**src/rtl/spibr_pkg.sv**
```systemverilog
package spibr_pkg;

  typedef enum logic [1:0] {
    SQ_IDLE = 2'd0,
    SQ_WR   = 2'd1,
    SQ_RD   = 2'd2
  } seq_t;

  function automatic int unsigned wmax(input int unsigned a, input int unsigned b);
    return (a > b) ? a : b;
  endfunction

endpackage

```
**src/rtl/spibr_rstsync.sv**
```systemverilog
module spibr_rstsync (
  input  logic clk,
  input  logic rst_n,
  output logic rst_sync_n
);
  logic [1:0] chain_q;

  always_ff @(posedge clk or negedge rst_n) begin
    if (!rst_n) chain_q <= 2'b00;
    else        chain_q <= {chain_q[0], 1'b1};
  end

  assign rst_sync_n = chain_q[1];
endmodule

```
**src/rtl/spibr_sync.sv**
```systemverilog
module spibr_sync #(
  parameter int unsigned    W       = 1,
  parameter logic [W-1:0]   RST_VAL = '0
) (
  input  logic         clk,
  input  logic         rst_n,
  input  logic [W-1:0] d,
  output logic [W-1:0] q
);
  for (genvar i = 0; i < W; i++) begin : g_bit
    logic meta_q, stab_q;
    always_ff @(posedge clk or negedge rst_n) begin
      if (!rst_n) begin
        meta_q <= RST_VAL[i];
        stab_q <= RST_VAL[i];
      end else begin
        meta_q <= d[i];
        stab_q <= meta_q;
      end
    end
    assign q[i] = stab_q;
  end
endmodule

```
**src/rtl/spibr_edge.sv**
```systemverilog
module spibr_edge (
  input  logic clk,
  input  logic rst_n,
  input  logic sck_s,
  input  logic cpol,
  input  logic cpha,
  input  logic active,
  output logic sample_p,
  output logic shift_p
);
  logic norm, prev_q;
  logic lead, trail;

  // clock normalised so that its idle level is always 0
  assign norm = sck_s ^ cpol;

  always_ff @(posedge clk or negedge rst_n) begin
    if (!rst_n) prev_q <= 1'b0;
    else        prev_q <= norm;
  end

  assign lead  = norm & ~prev_q;
  assign trail = ~norm & prev_q;

  assign sample_p = active & (cpha ? trail : lead);
  assign shift_p  = active & (cpha ? lead  : trail);
endmodule

```
**src/rtl/spibr_shift.sv**
```systemverilog
module spibr_shift #(
  parameter int unsigned DATA_W = 8,
  parameter int unsigned RX_W   = 10
) (
  input  logic              clk,
  input  logic              rst_n,
  input  logic              clr,
  input  logic              sample_p,
  input  logic              shift_p,
  input  logic              si_bit,
  input  logic              arm_skip,
  input  logic              load_tx,
  input  logic [DATA_W-1:0] load_val,
  output logic [RX_W-1:0]   rx_word,
  output logic              so_bit
);
  logic [RX_W-1:0]   rx_q, rx_d;
  logic [DATA_W-1:0] tx_q, tx_d;
  logic              skip_q, skip_d;

  assign rx_word = {rx_q[RX_W-2:0], si_bit};
  assign so_bit  = tx_q[DATA_W-1];

  always_comb begin
    rx_d   = rx_q;
    tx_d   = tx_q;
    skip_d = skip_q;
    if (clr) begin
      rx_d   = '0;
      tx_d   = '0;
      skip_d = 1'b0;
    end else begin
      if (sample_p) rx_d = rx_word;
      // the first shift edge after a word boundary keeps the new MSB in place
      if (shift_p) begin
        if (skip_q) skip_d = 1'b0;
        else        tx_d   = {tx_q[DATA_W-2:0], 1'b0};
      end
      if (arm_skip) skip_d = 1'b1;
      if (load_tx)  tx_d   = load_val;
    end
  end

  always_ff @(posedge clk or negedge rst_n) begin
    if (!rst_n) begin
      rx_q   <= '0;
      tx_q   <= '0;
      skip_q <= 1'b0;
    end else begin
      rx_q   <= rx_d;
      tx_q   <= tx_d;
      skip_q <= skip_d;
    end
  end
endmodule

```
**src/rtl/spi_mem_bridge.sv**
```systemverilog
module spi_mem_bridge
  import spibr_pkg::*;
#(
  parameter int unsigned ADDR_W = 10,
  parameter int unsigned DATA_W = 8
) (
  input  logic              clk,
  input  logic              rst_n,
  input  logic              cpol,
  input  logic              cpha,
  input  logic              spi_sck,
  input  logic              spi_sel_n,
  input  logic              spi_mosi,
  output logic              spi_miso,
  output logic [ADDR_W-1:0] bus_addr,
  output logic [DATA_W-1:0] bus_wdata,
  input  logic [DATA_W-1:0] bus_rdata,
  output logic              bus_rd,
  output logic              bus_we
);
  localparam int unsigned RX_W  = wmax(ADDR_W, DATA_W);
  localparam int unsigned CNT_W = $clog2(RX_W);
  localparam logic [CNT_W-1:0] ADDR_LAST = CNT_W'(ADDR_W - 1);
  localparam logic [CNT_W-1:0] DATA_LAST = CNT_W'(DATA_W - 1);

  logic rst_i_n;
  logic sck_s, sel_s, mosi_s;
  logic sample_p, shift_p;
  logic [RX_W-1:0] rx_word;
  logic so_bit;

  spibr_rstsync u_rst (.clk(clk), .rst_n(rst_n), .rst_sync_n(rst_i_n));

  spibr_sync #(.W(3), .RST_VAL(3'b010)) u_sync (
    .clk  (clk),
    .rst_n(rst_i_n),
    .d    ({spi_sck, spi_sel_n, spi_mosi}),
    .q    ({sck_s, sel_s, mosi_s})
  );

  spibr_edge u_edge (
    .clk     (clk),
    .rst_n   (rst_i_n),
    .sck_s   (sck_s),
    .cpol    (cpol),
    .cpha    (cpha),
    .active  (~sel_s),
    .sample_p(sample_p),
    .shift_p (shift_p)
  );

  // sequencer state
  logic [CNT_W-1:0]  bit_q, bit_d;
  logic              aph_q, aph_d;
  seq_t              seq_q, seq_d;
  logic [ADDR_W-1:0] addr_q, addr_d;
  logic              addr_en;
  logic [DATA_W-1:0] wdat_q;
  logic              wdat_en;
  logic              word_done;

  assign word_done = sample_p && (bit_q == (aph_q ? ADDR_LAST : DATA_LAST));

  spibr_shift #(.DATA_W(DATA_W), .RX_W(RX_W)) u_shift (
    .clk     (clk),
    .rst_n   (rst_i_n),
    .clr     (sel_s),
    .sample_p(sample_p),
    .shift_p (shift_p),
    .si_bit  (mosi_s),
    .arm_skip(word_done),
    .load_tx (seq_q == SQ_RD),
    .load_val(bus_rdata),
    .rx_word (rx_word),
    .so_bit  (so_bit)
  );

  always_comb begin
    bit_d   = bit_q;
    aph_d   = aph_q;
    seq_d   = seq_q;
    addr_d  = addr_q;
    addr_en = 1'b0;
    wdat_en = 1'b0;

    if (sel_s) begin
      bit_d = '0;
      aph_d = 1'b1;
    end else if (sample_p) begin
      bit_d = word_done ? '0 : bit_q + 1'b1;
      if (word_done) aph_d = 1'b0;
    end

    unique case (seq_q)
      SQ_IDLE: if (word_done) seq_d = aph_q ? SQ_RD : SQ_WR;
      SQ_WR:   seq_d = SQ_RD;
      SQ_RD:   seq_d = SQ_IDLE;
      default: seq_d = SQ_IDLE;
    endcase

    if (word_done && aph_q) begin
      addr_d  = rx_word[ADDR_W-1:0];
      addr_en = 1'b1;
    end else if (seq_q == SQ_WR) begin
      addr_d  = addr_q + 1'b1;
      addr_en = 1'b1;
    end

    if (word_done && !aph_q) wdat_en = 1'b1;
  end

  always_ff @(posedge clk or negedge rst_i_n) begin
    if (!rst_i_n) begin
      bit_q  <= '0;
      aph_q  <= 1'b1;
      seq_q  <= SQ_IDLE;
      addr_q <= '0;
      wdat_q <= '0;
    end else begin
      bit_q <= bit_d;
      aph_q <= aph_d;
      seq_q <= seq_d;
      if (addr_en) addr_q <= addr_d;
      if (wdat_en) wdat_q <= rx_word[DATA_W-1:0];
    end
  end

  assign bus_addr  = addr_q;
  assign bus_wdata = wdat_q;
  assign bus_rd    = (seq_q == SQ_RD);
  assign bus_we    = (seq_q == SQ_WR);
  assign spi_miso  = ~spi_sel_n & ~sel_s & so_bit;


  rd_we_excl_chk: assert property (@(posedge clk) disable iff (!rst_i_n)
    !(bus_rd && bus_we));


  we_then_rd_chk: assert property (@(posedge clk) disable iff (!rst_i_n)
    bus_we |=> bus_rd);


  addr_inc_chk: assert property (@(posedge clk) disable iff (!rst_i_n)
    bus_we |=> (bus_addr == $past(bus_addr) + 1'b1));


  we_pulse_chk: assert property (@(posedge clk) disable iff (!rst_i_n)
    bus_we |=> !bus_we);


  rd_pulse_chk: assert property (@(posedge clk) disable iff (!rst_i_n)
    bus_rd |=> !bus_rd);


  addr_hold_chk: assert property (@(posedge clk) disable iff (!rst_i_n)
    !bus_we |=> ((bus_addr == $past(bus_addr)) || bus_rd));
endmodule

```
**config.mk**
```make
export PLATFORM = sky130hd
export DESIGN_NAME = spi_mem_bridge
export DESIGN_NICKNAME = d
export VERILOG_FILES = /design/src/rtl/spibr_pkg.sv /design/src/rtl/spibr_rstsync.sv /design/src/rtl/spibr_sync.sv /design/src/rtl/spibr_edge.sv /design/src/rtl/spibr_shift.sv /design/src/rtl/spi_mem_bridge.sv
export SDC_FILE = /design/constraint.sdc
export NUM_CORES = 1
export LEC_CHECK = 0
export BUFFER_PORTS_ARGS = -buffer_cell sky130_fd_sc_hd__buf_2
export CORE_MARGIN = 3
export CORE_UTILIZATION = 60
export CTS_CLUSTER_DIAMETER = 150
export DETAILED_ROUTE_END_ITERATION = 6
export PLACE_DENSITY = 0.89
export SYNTH_ARGS = -nofsm -noshare
export SYNTH_HDL_FRONTEND = slang
export SYNTH_SLANG_ARGS = --single-unit
```
**constraint.sdc**
```tcl
create_clock -name clk -period 5.4 [get_ports clk]
set_clock_uncertainty 0.15 [all_clocks]
set_input_delay 0 -clock clk [delete_from_list [all_inputs] [get_ports clk]]
set_output_delay 0 -clock clk [all_outputs]
set_load 0.02 [all_outputs]
```
Word-level counts from Yosys, hierarchy flattened
Index checks and enable logic that the tools add are counted.

Register bits: 52. Logic and storage cells: 73.

Add/sub/neg operators: 2. Equal/unequal tests: 5. Multiplexer cells: 26. Bitwise logic cells: 11. Reductions and logical operators: 13.

Operators with widths (count): $mux 8 (4); $mux 10 (2); $mux 9 (2); $mux 4 (4); $mux 1 (11); $add 10x1->10 const B (1); $and 1x1->1 (6); $reduce_and 2->1 (3); $reduce_bool 2->1 (3); $reduce_bool 3->1 (2); $add 4x1->4 const B (1); $eq 4x4->1 (1); $mux 2 (2); $not 1->1 (4); $pmux 2 s2 (1); $logic_and 1x1->1 (3); $ne 3x3->1 const B (1); $eq 2x1->1 const B (1); $eq 2x2->1 const B (1); $logic_not 2->1 (1); $ne 2x2->1 const B (1); $logic_not 1->1 (1); $xor 1x1->1 (1).

Longest topological paths before layout
Gate-level depths: netlist (run 1).

Depth in word-level cells: 9. Depth in mapped cells: 6.

Cells and area by module
From an unflattened synthesis (run 1), not the netlist that was laid out.

Cells, all modules: 201. Area total of the unflattened synthesis: 2349.8 um^2.

By module, submodules not included: spi_mem_bridge (instances 1, cells each 111, area each 1201.2 um^2, sequential area each 626.9 um^2); spibr_shift (instances 1, cells each 69, area each 833.3 um^2, sequential area each 450.4 um^2); spibr_sync (instances 1, cells each 9, area each 175.2 um^2, sequential area each 152.6 um^2); spibr_edge (instances 1, cells each 9, area each 86.3 um^2, sequential area each 25.0 um^2); spibr_rstsync (instances 1, cells each 3, area each 53.8 um^2, sequential area each 50.0 um^2).

Worst setup path before layout (run 1)
Ideal clock, no wire load.

Kind: reg-to-reg. Start: reg u_sync.g_bit[2].stab_q. End: reg wdat_q[0] (netlist: bus_wdata[0]). Setup time: 0.125 ns. Arrival: 1.948 ns. Setup slack: 3.177 ns. Stages on the path, launching flop included: 6. Period minus slack after synthesis: 2.223 ns. Cell sequence: dfrtp_1 -> xor2_2 -> mux2_4 -> or4_4 -> buf_6 -> mux2_4.

Word-level cells in the longest chain between the ends: 8.

RTL lines: from (decl) (RTL line spibr_sync.sv:11) `logic meta_q, stab_q;`; from (signal assigned) (RTL line spibr_sync.sv:15) `stab_q <= RST_VAL[i];`; from (signal assigned) (RTL line spibr_sync.sv:18) `stab_q <= meta_q;`; $xor 1x1->1 (*) (RTL line spibr_edge.sv:15) `assign norm = sck_s ^ cpol;`; named net u_edge.norm (RTL line spibr_edge.sv:11) `logic norm, prev_q;`; $not 1->1 (RTL line spibr_edge.sv:23) `assign trail = ~norm & prev_q;`; $and 1x1->1 (RTL line spibr_edge.sv:23); $mux 1 (*) (RTL line spibr_edge.sv:25) `assign sample_p = active & (cpha ? trail : lead);`; $and 1x1->1 (*) (RTL line spibr_edge.sv:25); $logic_and 1x1->1 (*) (RTL line spi_mem_bridge.sv:62) `assign word_done = sample_p && (bit_q == (aph_q ? ADDR_LAST : DATA_LAST));`; $logic_and 1x1->1 (*) (RTL line spi_mem_bridge.sv:109) `if (word_done && !aph_q) wdat_en = 1'b1;`; $mux 1 (*) (RTL line spi_mem_bridge.sv:109); to (signal assigned) (RTL line spi_mem_bridge.sv:124) `if (wdat_en) wdat_q <= rx_word[DATA_W-1:0];`; to (decl) (RTL line spi_mem_bridge.sv:58) `logic [DATA_W-1:0] wdat_q;`.

The timed path passes the listed nets; every way through them passes the cells marked *. A chain may end at the register's enable or synchronous reset.

Worst setup path after layout (run 1)
Start: reg u_sync.g_bit[2].stab_q. End: reg addr_q[4] (netlist: bus_addr[4]).

Word-level cells in the longest chain between the ends: 9.

RTL lines: $xor 1x1->1 (*) (RTL line spibr_edge.sv:15); named net u_edge.norm (RTL line spibr_edge.sv:11); $not 1->1 (RTL line spibr_edge.sv:23); $and 1x1->1 (RTL line spibr_edge.sv:23); $mux 1 (*) (RTL line spibr_edge.sv:25); $and 1x1->1 (*) (RTL line spibr_edge.sv:25); $logic_and 1x1->1 (*) (RTL line spi_mem_bridge.sv:62); $logic_and 1x1->1 (*) (RTL line spi_mem_bridge.sv:101) `if (word_done && aph_q) begin`; $reduce_bool 2->1 (no source line) / $mux 1 (equally long branches); $reduce_and 2->1 (no source line); to (signal assigned) (RTL line spi_mem_bridge.sv:123) `if (addr_en) addr_q <= addr_d;`; to (decl) (RTL line spi_mem_bridge.sv:56) `logic [ADDR_W-1:0] addr_q, addr_d;`.

Marked as above.

==> impl_metrics.toml, run 1 <==
[worst_hold_path]
holdCritPathClass = "primary input to flop"
min_from = "spi_sck"
worstHoldEndpoint = "u_sync.g_bit[2].meta_q"
hold_depth = 2

[finish]
drive_above_1_share = 0.298
regArea_sq_um = 1310
multi_input_area_sq_um = 1030
fill_cells = 269
final_area_sq_um = 2810
area_growth_pct = 17.6
final_nets = 274
num_antenna_cells = 0

[timing]
tns_ns = 0
setup_viol = 0
drv_slew = 0
period_share = 0.569
slew_headroom = 0.293
hold_violations = 0
tightest_slew_ns = 1.06
rsz0062_at_grt = "false"
fin_hold_ws_ns = 0.186
clock.fmax_mhz = 326
finalWorstPathRequiredPeriod_ns = 3.07

[pwr]
total_power_mw = 0.666
peakVddDrop_v = 0.000227
power_density_nw_per_um2 = 237
power.leakage_nw = 1.37

[global_routing]
grt_pass1_vias = 1668
grt_util_all_layers = 0.209
grt_max_degree = 51
antenna_found_initial = 0
grt.overflow.total = 0
grt_first_pass_wirelength_microns = 7980

[setup_path]
crit_slowest_cell = "mux2i_1"
crit_path_end_kind = "flop"
r2r_cells = 4
rr_endpoint = "bus_addr[4]"
critPathMaxFanout = 13
arrival_ns = 3.11
r2r_setup_slack_ns = 2.33
critPathKind = "flop to flop"
path_cells = "xor2_2 > mux2i_1 > nand4b_1 > mux2_2"
start_kind = "flop"
crit_required_ns = 5.44
slowest_delay_ns = 0.87
timing.rr.start = "u_sync.g_bit[2].stab_q"

[clock_tree]
cts_tree = "yes"
cts_root_buf = "clkbuf_8"
post_cts_resized = 0
clockBufferDepth = 2
clk_pin_slew_ns = 0.09
clk_latency_ns = 0.31
numCtsBuffers = 5
h-tree-depth = 2
cts.sinks = 52

[yosys]
syn_nets = 227
synth_area_leader_cell = "dfrtp_1"
synth_area_leaders = "dfrtp_1 51%, mux2_2 8.5%, nand2_1 5.8%"
ys_warn_count = 0
ys_ff_latch = 52
syn_inst = 210
synth_cell_types = 42
synth_top_cell_area_share = 0.513
netlist_area_sq_um = 2390
avgSynthCellArea_sq_um = 11.4
ys_seq_area_frac = 0.546
ys_async_sr_fraction = 1.00
ys.flop_type = "dfrtp_1"
synth-edff-count = 0

[drt]
wirelength_microns = 4630
viasPerCell = 5.44
dr.pass1.iters = 4
ant_nets = 0
drc_errors = 0
drtIter0Drc = 78
wire_per_inst_microns = 15.1
vias = 1664

[floorplanning]
dieArea_sq_um = 4780
io_pins = 36
fp.coreArea_sq_um = 3740
initial_utilization = 0.638
std_cell_rows = 22
die_x_microns = 69.1
die_y_microns = 69.1

[run]
cap_violations = 0

[placed_design]
place_area_sq_um = 2580
io_buffer_count = 35
place_hpwl_microns = 3060
place.gp.congestion = 0.820

[status]
status = "complete, no violations"
-- per-layer routing --
layer / track usage / wire length (microns) / vias up
li1: - / - / 810
met1: 0.286 / 2040 / 797
met2: 0.319 / 2270 / 47
met3: 0.0554 / 215 / 10
met4: 0.0803 / 103 / 0
met5: 0 / 0 / -
-- worst max-delay path by stage --
stage | cells past startpoint | start | end
floorplan | 5 | u_sync.g_bit[2].stab_q | bus_wdata[0]
global placement | 4 | u_sync.g_bit[2].stab_q | bus_addr[3]
detailed placement | 4 | u_sync.g_bit[2].stab_q | bus_addr[4]
CTS | 4 | u_sync.g_bit[2].stab_q | bus_addr[4]
global route | 4 | u_sync.g_bit[2].stab_q | bus_addr[4]
finish | 4 | u_sync.g_bit[2].stab_q | bus_addr[4]
-- cells in the mapped netlist (2+ instances only) --
| cell | count |
|---|---|
| a21oi_1 | 20 |
| ha_1 | 2 |
| nor3b_1 | 2 |
| nor2b_1 | 3 |
| mux2_2 | 18 |
| nand3b_1 | 2 |
| dfstp_2 | 3 |
| mux2_4 | 9 |
| nor2_1 | 4 |
| nand2_1 | 37 |
| nand4_1 | 2 |
| o21ai_0 | 3 |
| clkbuf_1 | 8 |
| dfrtp_1 | 49 |
| xnor2_1 | 9 |
| nand3_1 | 9 |
| nand2b_1 | 2 |
| mux2i_1 | 3 |
| inv_1 | 2 |
-- per-stage QoR --
stage	utilization	std cells	setup WS (ns)
6_report	0.751	306	2.33
5_1_grt	0.751	306	2.11
4_1_cts	0.751	306	2.30
3_5_place_dp	0.689	283	2.32
3_3_place_gp	0.689	283	2.45
2_1_floorplan	-	210	3.18
-- state kept, by name, summed over array words and instances, names as in the netlist --
| name | cells |
|---|---|
| aph_q | 1 |
| bit_q | 4 |
| bus_addr | 10 |
| bus_wdata | 8 |
| seq_q | 2 |
| u_edge.prev_q | 1 |
| u_rst.chain_q | 2 |
| u_shift.rx_q | 9 |
| u_shift.skip_q | 1 |
| u_shift.tx_q | 8 |
| u_sync.g_bit.meta_q | 3 |
| u_sync.g_bit.stab_q | 3 |
-- where the power goes --
| part | switching, mW | internal (mW) | total, mW |
|---|---|---|---|
| clock | 0.121 | 0.0912 | 0.212 |
| sequential | 0.0159 | 0.396 | 0.412 |
| combinational | 0.0198 | 0.0220 | 0.0418 |
| total | 0.156 | 0.509 | 0.666 |
-- layout by cell type, fill, tap and decap left out, types with 2 or more instances in the layout --
| cell | synthesis | final |
|---|---|---|
| mux2i_1 | 3 | 3 |
| dfstp_2 | 3 | 3 |
| mux2_4 | 9 | 9 |
| buf_2 | 1 | 35 |
| nand4_1 | 2 | 2 |
| mux2_2 | 18 | 18 |
| nor3b_1 | 2 | 2 |
| nor2b_1 | 3 | 3 |
| nor2_1 | 4 | 4 |
| nand2b_1 | 2 | 2 |
| dfrtp_1 | 49 | 48 |
| nand2_1 | 37 | 37 |
| a21oi_1 | 20 | 20 |
| o21ai_0 | 3 | 3 |
| inv_1 | 2 | 2 |
| xnor2_1 | 9 | 9 |
| nand3b_1 | 2 | 2 |
| clkbuf_1 | 8 | 2 |
| clkbuf_8 | 0 | 5 |
| ha_1 | 2 | 2 |
| nand3_1 | 9 | 9 |
| dlygate4sd3_1 | 0 | 15 |
-- critical path: cells and delay by family, from the launching register on --
| kind | cells | cell delay (ns) |
|---|---|---|
| xor gates and xnor gates | 1 | 0.36 |
| muxes | 2 | 1.36 |
| and+or+nand+nor | 1 | 0.67 |
| DFF | 1 | 0.41 |
-- cell type report --
| class | count | area share |
|---|---|---|
| Clock buffer | 7 | 0.0271 |
| Clock inverter | 1 | 0.00178 |
| Inverter | 3 | 0.00401 |
| Multi-Input combinational cell | 145 | 0.365 |
| Sequential cell | 52 | 0.465 |
| Tap cell | 48 | 0.0214 |
| Timing Repair Buffer | 50 | 0.116 |
-- logic make-up after synthesis --
kind of cell,Yosys count,share of synthesized area
simple gates,74,0.158
flops,52,0.546
mux,30,0.154
compound gates,27,0.0623
buf+inv,13,0.0241
xor+xnor,11,0.0435
fa+ha+maj,2,0.0105
other cells,1,0.00157
-- timing repair --
item | CTS | global route
hold endpoints to repair | 15 | 0
endpoints found under the setup margin | 0 | 0
buffers inserted | 0 | 0
hold buffers | 15 | 0
(Power assumes the default switching activity.)
==> run 2, diff against run 1 <==
- CORE_UTILIZATION: 60 -> 50
- PLACE_DENSITY: 0.89 -> 0.8
- clock period: 5.4 -> 2.8 ns (I/O delays scaled with it)
==> impl_metrics.toml, run 2 (same netlist as run 1, synthesis figures left out) <==
[status]
status = "complete, no violations"

[floorplanning]
fp.coreArea_sq_um = 4470
dieArea_sq_um = 5650
die_y_microns = 75.1
io_pins = 36
die_x_microns = 75.1
std_cell_rows = 24
initial_utilization = 0.534

[setup_path]
crit_required_ns = 2.84
critPathMaxFanout = 15
start_kind = "flop"
critPathKind = "flop to flop"
critPathMostFrequentCell = "mux2_4"
crit_slowest_cell = "or4_4"
arrival_ns = 2.41
crit_path_end_kind = "flop"
slowest_delay_ns = 0.62
path_cells = "xor2_2 > mux2_4 > or4_4 > mux2_4"

[finish]
final_common_cell = "dfrtp_1"
fill_cells = 364
num_antenna_cells = 0
largest_register_ffs = 10
final_area_sq_um = 2860
area_growth_pct = 19.7
final_nets = 276
post-route-util = 0.640
layout_common_cells = "48 x dfrtp_1, 37 x nand2_1, 35 x buf_2, 20 x a21oi_1, 18 x mux2_2"
drive_above_1_share = 0.312

[pwr]
seqPwrFrac = 0.569
power.leakage_nw = 1.39
swShare = 0.221
clkPwrFrac = 0.364
combPwrFrac = 0.067
cell_internal_pwr_mw = 1.07
netSwitchingPower_mw = 0.305
power_density_nw_per_um2 = 482
peakVddDrop_v = 0.000336

[clock_tree]
cts_root_buf = "clkbuf_8"
cts_tree = "yes"
h-tree-depth = 2
post-cts-setup-buffers = 0
cts.sinks = 52
clk_latency_ns = 0.30
numCtsBuffers = 5
clockBufferDepth = 2
clk_pin_slew_ns = 0.09
post_cts_resized = 0

[timing]
slew_headroom = 0.573
finalWorstPathRequiredPeriod_ns = 2.37
hold_violations = 0
tightest_slew_ns = 0.634
tns_ns = 0
drv_slew = 0
clock.fmax_mhz = 422
rsz0062_at_grt = "false"
fin_hold_ws_ns = 0.00427
period_share = 0.846
setup_viol = 0

[placed_design]
place_area_sq_um = 2600
place.gp.congestion = 0.771
io_buffer_count = 35
place_hpwl_microns = 2950

[global_routing]
grt.overflow.total = 0
grt_util_all_layers = 0.173
grt_pass1_vias = 1670
grt_max_degree = 37
grt_first_pass_wirelength_microns = 7440
antenna_found_initial = 0

[drt]
drtIter0Drc = 99
wirelength_microns = 4350
dr.pass1.iters = 4
ant_nets = 0
wire_per_inst_microns = 13.9
vias = 1616
drc_errors = 0
viasPerCell = 5.18

[run]
cap_violations = 0

[worst_hold_path]
holdCritPathClass = "flop to async pin"
==> run 2: cell types whose count changed in the layout (fill, tap and decap cells not counted), sizes merged <==
cell	previous run	this run
buf	35	37
bufinv	0	1
clkbuf	7	5
clkinvlp	0	1
==> run 2: repair_timing <==
item / CTS / global route
hold buffers: 15 / 0
endpoints found under the hold margin: 15 / 0
setup endpoints to repair: 0 / 0
==> run 2: stage by stage <==
| step | cells | setup slack (ns) | total power [mW] |
|---|---|---|---|
| CTS | 312 | 0.424 | 1.39 |
| finish | 312 | 0.430 | 1.38 |
| global placement | 289 | 0.476 | 0.875 |
| detailed placement | 289 | 0.439 | 0.877 |
| global route | 312 | 0.268 | 1.44 |
| floorplan | 210 | 0.577 | 0.847 |
==> run 2: worst paths after layout <==
check                                       startpoint                endpoint  slack [ns]  cells after the start
worst max-delay path            u_sync.g_bit[2].stab_q            bus_wdata[0]        0.43                      4
worst min register to register        u_rst.chain_q[1]         u_shift.tx_q[6]       0.004                      0
min in group clk                              spi_mosi  u_sync.g_bit[0].meta_q        0.19                      2
worst min-delay path                  u_rst.chain_q[1]         u_shift.tx_q[6]       0.004                      0
worst max register to register  u_sync.g_bit[2].stab_q            bus_wdata[0]        0.43                      4
max in group asynchronous             u_rst.chain_q[1]                   aph_q        1.73                      1
==> run 2: per-layer routing <==
| layer | track usage | up-vias | wire length (microns) |
|---|---|---|---|
| li1 | - | 817 | - |
| met1 | 0.220 | 759 | 2070 |
| met2 | 0.300 | 33 | 2070 |
| met3 | 0.0320 | 7 | 148 |
| met4 | 0.0583 | 0 | 59 |
| met5 | 0 | - | 0 |
==> run 2: worst max-delay path, delay by kind of cell (launching register included) <==
kind	cells	cell delay (ns)
simple gates	1	0.62
mux	2	0.75
xor+xnor	1	0.34
flops	1	0.40
==> run 2: cell type report <==
class / instances / area [sq um] / area share
clock buffers: 5 / 68.8 / 0.0240
clock inverters: 3 / 42.5 / 0.0149
inverters: 3 / 11.3 / 0.00394
multi-input cells: 145 / 1030 / 0.359
flip-flops and latches: 52 / 1310 / 0.456
well taps: 52 / 65.1 / 0.0227
repair buffers: 52 / 340 / 0.119
==> run 2: power groups by stage <==
stage               Clock, mW  Sequential [mW]  Combinational [mW]
global placement            0            0.800              0.0750
detailed placement          0            0.801              0.0762
finish                  0.502            0.786              0.0920
floorplan                   0            0.798              0.0496
global route            0.543            0.789               0.104
CTS                     0.514            0.786              0.0928
==> run 3, diff against run 2 <==
- clock period: 2.8 -> 1.9 ns (I/O delays scaled with it)
==> impl_metrics.toml, run 3 (same netlist as run 1, synthesis figures left out) <==
[placed_design]
place_hpwl_microns = 3210
post-place-ws_ns = -0.261
place_area_sq_um = 2730
dp_cells = 303
place.gp.congestion = 0.843
io_buffer_count = 35

[timing]
fin_hold_ws_ns = 0.0675
clock.fmax_mhz = 474
setup_ws_ns = -0.209
period_share = 1.11
finalWorstPathRequiredPeriod_ns = 2.11
tns_ns = -2.89
rsz0062_at_grt = "true"
drv_slew = 0
hold_violations = 0
setup_viol = 20

[setup_path]
critPathKind = "flop to flop"
crit_slowest_cell = "or4_4"
path_cells = "xor2_4 > mux2_4 > or4_4 > mux2_4"
start_kind = "flop"
slowest_delay_ns = 0.58
arrival_ns = 2.16
critPathMaxFanout = 5
critPathMostFrequentCell = "mux2_4"
crit_path_end_kind = "flop"
crit_required_ns = 1.95

[global_routing]
grt_pass1_vias = 1855
grt_first_pass_wirelength_microns = 8690
antenna_found_initial = 0
grt_max_degree = 32
grt.overflow.total = 0
grt_util_all_layers = 0.207

[pwr]
clkPwrFrac = 0.357
swShare = 0.228
power_density_nw_per_um2 = 668
peakVddDrop_v = 0.000542
seqPwrFrac = 0.550
combPwrFrac = 0.093
total_power_mw = 2.09
netSwitchingPower_mw = 0.476
cell_internal_pwr_mw = 1.62
power.leakage_nw = 1.54

[drt]
dr.pass1.iters = 4
drtIter0Drc = 94
wirelength_microns = 5280
vias = 1808
ant_nets = 0
wire_per_inst_microns = 15.9
viasPerCell = 5.45
drc_errors = 0

[finish]
finalNonFillerCells = 332
fill_cells = 336
regArea_sq_um = 1310
multi_input_area_sq_um = 1130
layout_common_cells = "48 x dfrtp_1, 37 x nand2_1, 35 x buf_2, 19 x mux2_4, 19 x a21oi_1"
final_nets = 296
final_area_sq_um = 3130
final_common_cell = "dfrtp_1"
area_growth_pct = 31.1
num_antenna_cells = 0
largest_register_ffs = 10
post-route-util = 0.700
drive_above_1_share = 0.386

[floorplanning]
die_x_microns = 75.1
die_y_microns = 75.1
fp.coreArea_sq_um = 4470
initial_utilization = 0.534
io_pins = 36
std_cell_rows = 24
dieArea_sq_um = 5650

[status]
failed_checks = "setup timing"
status = "finished with violations"

[worst_hold_path]
holdCritPathClass = "flop to async pin"

[clock_tree]
cts_root_buf = "clkbuf_8"
numCtsBuffers = 5
cts_tree = "yes"
clockBufferDepth = 2
clk_pin_slew_ns = 0.09
clk_latency_ns = 0.30
h-tree-depth = 2
cts.sinks = 52

[run]
cap_violations = 0
==> run 3: final cells by class <==
cell class | count | share of cell area
sequential | 52 | 0.417
multi-input combinational | 146 | 0.360
timing repair buffer | 71 | 0.164
clock buffer | 6 | 0.0232
tap | 52 | 0.0208
clock inverter | 2 | 0.0112
inverter | 3 | 0.00399
==> run 3: critical path: cells and delay by family, from the launching register on <==
family / cells / cell delay (ns)
AND/OR/NAND/NOR: 1 / 0.58
XOR/XNOR: 1 / 0.18
multiplexers: 2 / 0.68
flip-flops: 1 / 0.42
==> run 3: what timing repair did <==
| item | CTS | global route |
|---|---|---|
| pin swaps | 2 | 4 |
| setup buffers | 3 | 1 |
| gates resized for setup | 20 | 7 |
| hold buffers | 15 | 0 |
| gates cloned | 2 | 0 |
| hold endpoints to repair | 15 | 0 |
| setup endpoints to repair | 20 | 22 |
==> run 3: power groups by stage <==
stage	sequential, mW	clock [mW]	combinational (mW)
final	1.15	0.747	0.194
after global placement	1.17	0	0.150
after floorplan	1.18	0	0.0744
after detailed placement	1.17	0	0.151
after global routing	1.16	0.807	0.210
after CTS	1.15	0.750	0.182
==> run 3: path summary, 6_finish.rpt <==
check | from | endpoint | slack [ns] | cells past startpoint
max in group asynchronous | u_rst.chain_q[1] | u_sync.g_bit[1].stab_q | 0.94 | 1
min in group clk | spi_mosi | u_sync.g_bit[0].meta_q | 0.18 | 2
worst min-delay path | u_rst.chain_q[1] | bit_q[3] | 0.07 | 0
worst max register to register | u_sync.g_bit[2].stab_q | bus_wdata[1] | -0.21 | 4
worst max-delay path | u_sync.g_bit[2].stab_q | bus_wdata[1] | -0.21 | 4
worst min register to register | u_rst.chain_q[1] | bit_q[3] | 0.07 | 0
==> run 3: layer usage <==
metal | GRT usage | vias up | wire length [microns]
met5 | 0 | - | 0
met4 | 0.0990 | 0 | 114
met1 | 0.257 | 896 | 2250
li1 | - | 858 | -
met3 | 0.0360 | 10 | 182
met2 | 0.350 | 44 | 2730
